[src/rtl/fpd_pkg.sv]
package fpd_pkg;

    typedef enum logic [2:0] {
        ST_IDLE,
        ST_ROWSET,
        ST_PRE,
        ST_RCD,
        ST_COLSET,
        ST_CAS,
        ST_CP,
        ST_OPEN
    } fpd_state_e;

endpackage

[src/rtl/fpd_timer.sv]
module fpd_timer #(
    parameter int W = 4
) (
    input  logic         clk,
    input  logic         rst_n,
    input  logic         load,
    input  logic [W-1:0] load_val,
    output logic         done
);

    logic [W-1:0] cnt_d, cnt_q;

    always_comb begin
        cnt_d = cnt_q;
        if (load) begin
            cnt_d = load_val;
        end else if (cnt_q != '0) begin
            cnt_d = cnt_q - 1'b1;
        end
    end

    always_ff @(posedge clk or negedge rst_n) begin
        if (!rst_n) cnt_q <= '0;
        else        cnt_q <= cnt_d;
    end

    assign done = (cnt_q == '0);

endmodule

[src/rtl/fpd_row_track.sv]
module fpd_row_track #(
    parameter int RW = 9
) (
    input  logic          clk,
    input  logic          rst_n,
    input  logic          open_en,
    input  logic          close_en,
    input  logic [RW-1:0] open_row,
    input  logic [RW-1:0] cmp_row,
    output logic          hit
);

    logic          vld_d, vld_q;
    logic [RW-1:0] row_d, row_q;

    always_comb begin
        vld_d = vld_q;
        row_d = row_q;
        if (open_en) begin
            vld_d = 1'b1;
            row_d = open_row;
        end else if (close_en) begin
            vld_d = 1'b0;
        end
    end

    always_ff @(posedge clk or negedge rst_n) begin
        if (!rst_n) begin
            vld_q <= 1'b0;
            row_q <= '0;
        end else begin
            vld_q <= vld_d;
            row_q <= row_d;
        end
    end

    assign hit = vld_q && (row_q == cmp_row);

endmodule

[src/rtl/fpd_ras_window.sv]
module fpd_ras_window #(
    parameter int CW    = 8,
    parameter int LIMIT = 64
) (
    input  logic          clk,
    input  logic          rst_n,
    input  logic          ras_low_next,
    output logic [CW-1:0] low_cnt,
    output logic          expired
);

    logic [CW-1:0] cnt_d, cnt_q;

    always_comb begin
        cnt_d = ras_low_next ? cnt_q + 1'b1 : '0;
    end

    always_ff @(posedge clk or negedge rst_n) begin
        if (!rst_n) cnt_q <= '0;
        else        cnt_q <= cnt_d;
    end

    assign low_cnt = cnt_q;
    assign expired = (cnt_q >= CW'(LIMIT));

endmodule

[src/rtl/fpdram_ctrl.sv]
module fpdram_ctrl
    import fpd_pkg::*;
#(
    parameter int MW        = 9,
    parameter int DW        = 4,
    parameter int T_RCD     = 2,
    parameter int T_CAS     = 2,
    parameter int T_CP      = 1,
    parameter int T_RP      = 3,
    parameter int T_RAS_MAX = 64
) (
    input  logic             clk,
    input  logic             rst_n,
    input  logic             req_valid,
    output logic             req_ready,
    input  logic             req_write,
    input  logic [2*MW-1:0]  req_addr,
    input  logic [DW-1:0]    req_wdata,
    output logic             rsp_valid,
    output logic [DW-1:0]    rsp_rdata,
    input  logic             close_row,
    output logic             idle,
    output logic             mem_ras_n,
    output logic             mem_cas_n,
    output logic             mem_we_n,
    output logic             mem_oe_n,
    output logic [MW-1:0]    mem_addr,
    output logic [DW-1:0]    mem_dq_out,
    output logic             mem_dq_oe,
    input  logic [DW-1:0]    mem_dq_in
);

    localparam int AW     = 2 * MW;
    localparam int TM_A   = (T_RCD > T_CAS) ? T_RCD : T_CAS;
    localparam int TM_B   = (T_CP > T_RP) ? T_CP : T_RP;
    localparam int TMAX   = (TM_A > TM_B) ? TM_A : TM_B;
    localparam int TW     = $clog2(TMAX + 1) + 1;
    localparam int CW     = $clog2(T_RAS_MAX + T_RCD + T_CAS + T_CP + 4) + 1;
    localparam int FIRSTC = T_RCD + 1;
    localparam int CASLIM = ((T_RAS_MAX > FIRSTC) ? T_RAS_MAX : FIRSTC) + 1;

    typedef struct packed {
        fpd_state_e     st;
        logic           ras_n;
        logic           cas_n;
        logic           we_n;
        logic           oe_n;
        logic [MW-1:0]  addr;
        logic [DW-1:0]  dq_out;
        logic           dq_oe;
        logic           pend_vld;
        logic           pend_wr;
        logic [AW-1:0]  pend_addr;
        logic [DW-1:0]  pend_wdata;
        logic           rsp_vld;
        logic [DW-1:0]  rdata;
    } ctl_t;

    ctl_t q, n;

    logic          tmr_load;
    logic [TW-1:0] tmr_val;
    logic          tmr_done;
    logic          trk_open, trk_close, row_hit;
    logic [CW-1:0] ras_cnt;
    logic          ras_expired;

    fpd_timer #(.W(TW)) u_tmr (
        .clk      (clk),
        .rst_n    (rst_n),
        .load     (tmr_load),
        .load_val (tmr_val),
        .done     (tmr_done)
    );

    fpd_row_track #(.RW(MW)) u_trk (
        .clk      (clk),
        .rst_n    (rst_n),
        .open_en  (trk_open),
        .close_en (trk_close),
        .open_row (q.pend_addr[AW-1:MW]),
        .cmp_row  (req_addr[AW-1:MW]),
        .hit      (row_hit)
    );

    fpd_ras_window #(.CW(CW), .LIMIT(T_RAS_MAX)) u_win (
        .clk          (clk),
        .rst_n        (rst_n),
        .ras_low_next (!n.ras_n),
        .low_cnt      (ras_cnt),
        .expired      (ras_expired)
    );

    assign req_ready = ((q.st == ST_IDLE) || (q.st == ST_OPEN)) && !close_row && !ras_expired;

    always_comb begin
        n         = q;
        n.rsp_vld = 1'b0;
        tmr_load  = 1'b0;
        tmr_val   = '0;
        trk_open  = 1'b0;
        trk_close = 1'b0;
        case (q.st)
            ST_IDLE: begin
                n.ras_n = 1'b1;
                n.cas_n = 1'b1;
                if (req_valid && req_ready) begin
                    n.pend_vld   = 1'b1;
                    n.pend_wr    = req_write;
                    n.pend_addr  = req_addr;
                    n.pend_wdata = req_wdata;
                    n.addr       = req_addr[AW-1:MW];
                    n.st         = ST_ROWSET;
                end
            end
            ST_ROWSET: begin
                n.st     = ST_RCD;
                n.ras_n  = 1'b0;
                tmr_load = 1'b1;
                tmr_val  = TW'(T_RCD - 1);
                trk_open = 1'b1;
            end
            ST_PRE: begin
                if (tmr_done) begin
                    if (q.pend_vld) begin
                        n.st     = ST_RCD;
                        n.ras_n  = 1'b0;
                        tmr_load = 1'b1;
                        tmr_val  = TW'(T_RCD - 1);
                        trk_open = 1'b1;
                    end else begin
                        n.st = ST_IDLE;
                    end
                end
            end
            ST_RCD: begin
                if (tmr_done) begin
                    n.st     = ST_COLSET;
                    n.addr   = q.pend_addr[MW-1:0];
                    n.we_n   = !q.pend_wr;
                    n.dq_out = q.pend_wdata;
                    n.dq_oe  = q.pend_wr;
                end
            end
            ST_COLSET: begin
                n.st     = ST_CAS;
                n.cas_n  = 1'b0;
                n.oe_n   = q.pend_wr;
                tmr_load = 1'b1;
                tmr_val  = TW'(T_CAS - 1);
            end
            ST_CAS: begin
                if (tmr_done) begin
                    n.st       = ST_CP;
                    n.cas_n    = 1'b1;
                    n.oe_n     = 1'b1;
                    n.we_n     = 1'b1;
                    n.dq_oe    = 1'b0;
                    n.pend_vld = 1'b0;
                    if (!q.pend_wr) begin
                        n.rdata   = mem_dq_in;
                        n.rsp_vld = 1'b1;
                    end
                    tmr_load = 1'b1;
                    tmr_val  = TW'(T_CP - 1);
                end
            end
            ST_CP: begin
                if (tmr_done) n.st = ST_OPEN;
            end
            ST_OPEN: begin
                if (close_row || ras_expired) begin
                    n.st       = ST_PRE;
                    n.ras_n    = 1'b1;
                    n.pend_vld = 1'b0;
                    tmr_load   = 1'b1;
                    tmr_val    = TW'(T_RP - 1);
                    trk_close  = 1'b1;
                end else if (req_valid) begin
                    n.pend_vld   = 1'b1;
                    n.pend_wr    = req_write;
                    n.pend_addr  = req_addr;
                    n.pend_wdata = req_wdata;
                    if (row_hit) begin
                        n.st     = ST_COLSET;
                        n.addr   = req_addr[MW-1:0];
                        n.we_n   = !req_write;
                        n.dq_out = req_wdata;
                        n.dq_oe  = req_write;
                    end else begin
                        n.st      = ST_PRE;
                        n.ras_n   = 1'b1;
                        n.addr    = req_addr[AW-1:MW];
                        tmr_load  = 1'b1;
                        tmr_val   = TW'(T_RP - 1);
                        trk_close = 1'b1;
                    end
                end
            end
            default: n.st = ST_IDLE;
        endcase
    end

    always_ff @(posedge clk or negedge rst_n) begin
        if (!rst_n) begin
            q            <= '0;
            q.st         <= ST_IDLE;
            q.ras_n      <= 1'b1;
            q.cas_n      <= 1'b1;
            q.we_n       <= 1'b1;
            q.oe_n       <= 1'b1;
        end else begin
            q <= n;
        end
    end

    assign idle       = (q.st == ST_IDLE);
    assign mem_ras_n  = q.ras_n;
    assign mem_cas_n  = q.cas_n;
    assign mem_we_n   = q.we_n;
    assign mem_oe_n   = q.oe_n;
    assign mem_addr   = q.addr;
    assign mem_dq_out = q.dq_out;
    assign mem_dq_oe  = q.dq_oe;
    assign rsp_valid  = q.rsp_vld;
    assign rsp_rdata  = q.rdata;

    assert_col_under_row_R2: assert property (@(posedge clk) disable iff (!rst_n)
        $fell(mem_cas_n) |-> (!mem_ras_n && $stable(mem_addr)));

    assert_we_setup_R4: assert property (@(posedge clk) disable iff (!rst_n)
        $fell(mem_cas_n) |-> $stable(mem_we_n));

    assert_early_write_R4: assert property (@(posedge clk) disable iff (!rst_n)
        (!mem_cas_n && !mem_we_n) |-> (mem_dq_oe && mem_oe_n && $stable(mem_dq_out)));

    assert_no_contention_R5: assert property (@(posedge clk) disable iff (!rst_n)
        !(mem_dq_oe && !mem_oe_n));

    assert_turnaround_R5: assert property (@(posedge clk) disable iff (!rst_n)
        $fell(mem_oe_n) |-> !$past(mem_dq_oe));

    assert_col_precharge_R7: assert property (@(posedge clk) disable iff (!rst_n)
        $rose(mem_cas_n) |=> mem_cas_n);

    assert_read_response_R3: assert property (@(posedge clk) disable iff (!rst_n)
        rsp_valid |-> ($past(!mem_cas_n) && $past(mem_we_n)));

    assert_row_window_R10: assert property (@(posedge clk) disable iff (!rst_n)
        $fell(mem_cas_n) |-> (ras_cnt <= CW'(CASLIM)));

    assert_idle_closed_R11: assert property (@(posedge clk) disable iff (!rst_n)
        idle |-> (mem_ras_n && mem_cas_n));

endmodule

[config.mk]
export PLATFORM = sky130hd
export DESIGN_NAME = fpdram_ctrl
export DESIGN_NICKNAME = d
export VERILOG_FILES = /design/src/rtl/fpd_pkg.sv /design/src/rtl/fpd_timer.sv /design/src/rtl/fpd_row_track.sv /design/src/rtl/fpd_ras_window.sv /design/src/rtl/fpdram_ctrl.sv
export SDC_FILE = /design/constraint.sdc
export NUM_CORES = 1
export LEC_CHECK = 0
export BUFFER_PORTS_ARGS = -buffer_cell sky130_fd_sc_hd__clkbuf_2
export CORE_ASPECT_RATIO = 1.2
export CORE_UTILIZATION = 25
export DETAILED_ROUTE_END_ITERATION = 6
export SETUP_SLACK_MARGIN = 0.1
export SLEW_MARGIN = 20
export SYNTH_ARGS = -nofsm -noshare
export SYNTH_HDL_FRONTEND = slang
export SYNTH_HIERARCHICAL = 1
export SYNTH_SLANG_ARGS = --single-unit
[constraint.sdc]
create_clock -name clk -period 3.2 [get_ports clk]
set_input_delay 0.16 -clock clk [delete_from_list [all_inputs] [get_ports clk]]
set_output_delay 0.16 -clock clk [all_outputs]
set_load 0.05 [all_outputs]
Yosys cells after proc, flatten, opt, wreduce, memory -nomap -nowiden. Index checks and enable logic that the tools add are counted.

$add $sub $neg: 2. Eq/ne operators: 17. Magnitude comparators: 1. Mux-type cells: 58. Bitwise operators: 1. Reductions and logical operators: 32.

Operator list (number): $pmux 23 s2 (1); $mux 38 (1); $mux 14 (2); $pmux 9 s3 (1); $mux 24 (1); $pmux 3 s8 (1); $mux 23 (1); $mux 3 (7); $mux 5 (4); $mux 1 (18); $mux 9 (2); $reduce_bool 3->1 (5); $ne 2x2->1 const B (7); $eq 3x3->1 const B (4); $mux 4 (3); $pmux 1 s3 (4); $reduce_and 6->1 (2); $mux 2 (5); $reduce_and 5->1 (2); $reduce_bool 2->1 (5); $eq 9x9->1 (1); $add 8x1->8 const B (1); $ge 8x7->1 const B (1); $mux 8 (1); 18 further kinds (31).

Logic and storage cells: 129. Output and inout port bits: 25. Flip-flop bits (word level): 71.

Depth between registers and ports, before layout.
Word-level depth: 8. Gate-level depth with buffers: 10. Mapped depth without buffers: 10.

By module. Netlist, hierarchy kept.

By module, submodules not included: fpdram_ctrl (area an instance 2748.9 um2, times used 1, cells an instance 236); fpd_row_track (area an instance 514.2 um2, times used 1, cells an instance 35); fpd_ras_window (area an instance 374.1 um2, times used 1, cells an instance 34); fpd_timer (area an instance 200.2 um2, times used 1, cells an instance 21).

Worst setup path after synthesis. OpenSTA, ideal clock, no wires.

Path type: flip-flop to output port. Start: register q[49] in the netlist's numbering. End: output req_ready. Data arrival time: 2.225 ns. Path slack: 0.815 ns. Buffers on the path: 1. Data required time: 3.040 ns. Cell stages (with the launch flop): 5. Cell sequence: dfrtp_1 -> buf_6 -> nor3_4 -> nor2_2 -> nor3_1.

Cells in the longest elaborated chain, start to end: 4. Elaborated cells on any way between the ends: 5. Those cells by class: eq/ne (1); reduce/logical (4).

RTL lines: start: declaration (line fpdram_ctrl.sv:59) `ctl_t q, n;`; start signal: assignment (line fpdram_ctrl.sv:213) `q <= n;`; $logic_not 3->1; named net idle (line fpdram_ctrl.sv:22) `output logic idle,`; $logic_or 1x1->1 (line fpdram_ctrl.sv:94) `assign req_ready = ((q.st == ST_IDLE) || (q.st == ST_OPEN)) && !close_row && !ras_expired;`; $logic_and 1x1->1 (2 in a row) (line fpdram_ctrl.sv:94); end: declaration (line fpdram_ctrl.sv:15) `output logic req_ready,`.

The timed path passes the listed nets, and every way through them passes these cells.

Final worst setup path.
Start: register u_trk.row_q[1]. End: register u_tmr.cnt_q[1].

Cells in the longest elaborated chain, start to end: 7. Elaborated cells on any way between the ends: 12. Those cells by class: eq/ne (1); mux (9); reduce/logical (2).

RTL lines: start: declaration (line fpd_row_track.sv:14) `logic [RW-1:0] row_d, row_q;`; start signal: assignment (line fpd_row_track.sv:33) `row_q <= row_d;`; $eq 9x9->1 * (line fpd_row_track.sv:37) `assign hit = vld_q && (row_q == cmp_row);`; $logic_and 1x1->1 * (line fpd_row_track.sv:37); named net row_hit (line fpdram_ctrl.sv:64) `logic trk_open, trk_close, row_hit;`; $mux 1 * (line fpdram_ctrl.sv:184) `if (row_hit) begin`; $mux 1 * (line fpdram_ctrl.sv:179) `end else if (req_valid) begin`; $mux 1 * (line fpdram_ctrl.sv:172) `if (close_row || ras_expired) begin`; $pmux 1 s4 * (line fpdram_ctrl.sv:103) `case (q.st)`; named net tmr_load (line fpdram_ctrl.sv:61) `logic tmr_load;`; $mux 3 or $reduce_bool 2->1 (tied branches); end signal: assignment (line fpd_timer.sv:24) `else cnt_q <= cnt_d;`; end: declaration (line fpd_timer.sv:11) `logic [W-1:0] cnt_d, cnt_q;`.

Mark *: on every way through the listed nets, which the timed path passes. The rest lies on a longest branch. A chain may end at the register's enable or synchronous reset.

==> metrics.md <==
| Metric | Value |
|---|---|
| Count of yosys warnings during synthesis | 6 |
| Num CTS Buffers | 9 |
| Total number of vias | 2573 |
| Layout area overhead | 17.3% |
| Max-cap viol count | 0 |
| Worst path required time | about 3.4 ns |
| I/O pin count | 56 |
| Ant diodes | 0 |
| Hold WC Path Type | input pin to flop |
| Min-Delay Startpoint | mem_dq_in[0] |
| Total Wirelength | between 8000 and 9000 um |
| Async set-reset flop share out of synthesis | 100% |
| Number of distinct standard cells referenced by the synthesized netlist | between 50 and 60 |
| Port-buffer cells | 55 |
| Number of global-route vias before repair | 2712 |
| Highest clock rate | between 400 and 500 MHz |
| Setup TNS Final | 0 ns |
| Startpoint of the most critical register-to-register path | u_trk/row_q[1]$_DFFE_PN0P_ |
| Final number of setup-violating endpoints | 0 |
| Clock insertion delay at the later pin of the skew report | approximately 0.33 ns |
| Sum of overflow across all layers after global routing | 0 |
| Final routed DRC violation total | 0 |
| Routed length per instance | about 14 um |
| Reported leakage power | between 2 and 2.5 nW |
| Placer's final routability congestion estimate | between 0.7 and 0.8 |
| Number of nets still failing antenna checks after routing | 0 |
| Post_cts resized | 0 |
| Max Buffers Root-to-Sink | 2 |
| Ratio of total power to cell area | around 1000 nW/um2 |
| Kind of end point of the critical path | flop |
| Gr usage total | 11.5% |
| Post-Syn Nets | 360 |
| Synthesized instance count | around 330 |
| Post-route clock period utilization | between 70% and 80% |
| Critical path peak fanout | 7 |
| Post-synthesis cell area | roughly 3800 um2 |
| Clock tree from TritonCTS | yes |
| Starting density of the core | around a quarter |
| Number of antenna violations at the first check in global routing | 0 |
| Worst voltage drop across the vdd grid | between 0.0003 and 0.0004 V |
| Critical Path Start | u_trk/row_q[1]$_DFFE_PN0P_ |
| Width of the chip | approximately 120 um |
| H-tree levels | 3 |
| Root buffer selected by CTS | clkbuf_16 |
| Final Hold Violating Endpoints | 0 |
| Layout cells sized above 1 | about 37% |
| Core Rows | 49 |
| Vias/cell | between 4 and 5 |
| Commonest non-fill, non-tap cell in the layout | dfrtp_1 |
| Critical path startpoint category | flop |
| Sum of net half-perimeters after detailed placement | between 5000 and 6000 um |
| Relative slew margins | 50.2% |
| Final core occ | between 20% and 30% |
| Height of the chip | 138 um |
| Setup Skew | roughly 0.01 ns |
| Startpoint-to-endpoint class of the critical path | flop to flop |
| Final worst path period need | around 2.5 ns |
| Post-Syn Area per Cell | 11.8 um2 |
| DRT Pass-1 Iters | 4 |
| Full die area | 15900 um2 |
| Number of sinks handled by clock tree synthesis | 71 |
| Clock slew at reported path FFs | 0.06 ns |
| Leading cell types in the layout, fill and taps excluded | 67 x dfrtp_1, 54 x clkbuf_2, 38 x mux2_4 |
| Unrepaired setup endpoints after global routing | false |
| Primary flip-flop cell chosen by synthesis mapping | dfrtp_1 |
| FF+latch count, synth | approximately 70 |
| Worst-Margin Slew | ~0.75 ns |
| Max-slew violation count | 0 |
| First-pass GRT wire length | around 14000 um |
| Floorplan Core Area | between 15000 and 20000 um2 |
| Pin count of the biggest net entering global routing | 50 |
| Sequential element share of the synthesized area | roughly 46% |
| Critical path arrival | 2.65 ns |
| Net total in the final layout | ~400 |
| DR iter-0 viols | ~200 |
| Outcome | completed |
| EDFF count, synth | 0 |
[power breakdown]
group,internal [W],switching [W],leakage [nW]
Sequential,0.00131,0.000316,0.875
Clock,0.000644,0.000377,0.152
Combinational,0.000923,0.00114,1.06
[flip-flops by register name, summed over array words and instances, names as in the netlist, 3 cells and up, named ones only]
name and cells:
rsp_rdata 4, mem_dq_out 4, mem_addr 9, u_trk/row_q 9, u_tmr/cnt_q 3, u_win/low_cnt 8
q 27
[synth_stat cells, drive strengths merged (3+ instances only)]
cell    count  area (um2)
a211oi      6        45.0
a21o        3        23.8
a21oi      11        55.1
a32oi       4        35.0
and2        5        31.3
buf        26         213
clkbuf      7        26.3
dfrtp      67        1680
dfstp       4         105
ha          3        37.5
inv        10        37.5
mux2       46         661
mux2i       8        80.1
nand2      17        63.8
nand2b     11        68.8
nand3       7        35.0
nand4       4        25.0
nor2       12        47.6
nor2b       6        37.5
nor3        9        61.3
o21ai      11        66.3
o22ai       5        31.3
or2         3        18.8
or3b        3        26.3
xnor2      11        96.3
[worst max-delay path: stages (launching register included)]
cell	delay [ns]
dfrtp_1	0.40
xnor2_1	0.18
nand4_1	0.15
nor3_2	0.17
inv_1	0.08
a211oi_1	0.47
o21bai_1	0.15
a21bo_2	0.28
nor4b_1	0.36
a311oi_1	0.09
[per-layer routing]
layer / wire length [um] / share of wire [%] / vias to the layer above / global-route usage (%)
met5: 0 / 0 / - / 0
met4: 138 / 1.7 / 0 / 4.83
met3: 480 / 5.8 / 11 / 3.61
met2: 3940 / 47 / 55 / 18.1
met1: 3760 / 45 / 1285 / 14.4
li1: - / - / 1222 / -
[through the flow]
| stage | instances | worst slack, ns | hold slack [ns] | power (W) | instance area, um2 |
|---|---|---|---|---|---|
| 5_1_grt | 576 | 0.462 | 0.0524 | 0.00501 | 4500 |
| 4_1_cts | 576 | 0.729 | 0.0385 | 0.00477 | 4500 |
| 3_5_place_dp | 559 | 0.722 | 0.179 | 0.00371 | 4180 |
| 2_1_floorplan | 326 | 0.815 | -0.136 | 0.00340 | 3840 |
| 3_3_place_gp | 559 | 0.755 | 0.177 | 0.00365 | 4180 |
| 6_report | 576 | 0.746 | 0.0567 | 0.00471 | 4500 |
[cell type report]
| cell class | count | area [um2] |
|---|---|---|
| clock buffer | 11 | 253 |
| clock inverter | 5 | 56.3 |
| fill | 1537 | 10500 |
| inverter | 10 | 37.5 |
| multi-input combinational | 212 | 1780 |
| sequential | 71 | 1780 |
| tap | 204 | 255 |
| timing repair buffer | 63 | 338 |
[kinds of logic after synthesis]
kind of cell	Yosys count	synth area share (%)
buffers and inverters	43	7.21
adders and majority gates	4	1.24
muxes	54	19.3
DFF	71	46.4
and+or+nand+nor	86	12.9
xor gates and xnor gates	12	2.74
other	1	0.0977
AOI/OAI and AO/OA	55	10.1
[final timing paths]
check / endpoint / slack [ns] / cells past startpoint
worst max-delay path: u_tmr/cnt_q[1]$_DFFE_PN0P_ / 0.75 / 9
worst min-delay path: rsp_rdata[0]$_DFFE_PN0P_ / 0.06 / 2
worst max register to register: u_tmr/cnt_q[1]$_DFFE_PN0P_ / 0.75 / 9
worst min register to register: u_trk/vld_q$_DFFE_PN0P_ / 0.48 / 1
max in group asynchronous: u_win/low_cnt[4]$_DFF_PN0_ / 2.28 / 3
min in group asynchronous: q[14]$_DFFE_PN0P_ / 0.35 / 3
[timing repair]
action	CTS	global route
endpoints found under the hold margin	67	0
hold buffers	1	0
buffers inserted	0	0
(Power assumes the default switching activity.)
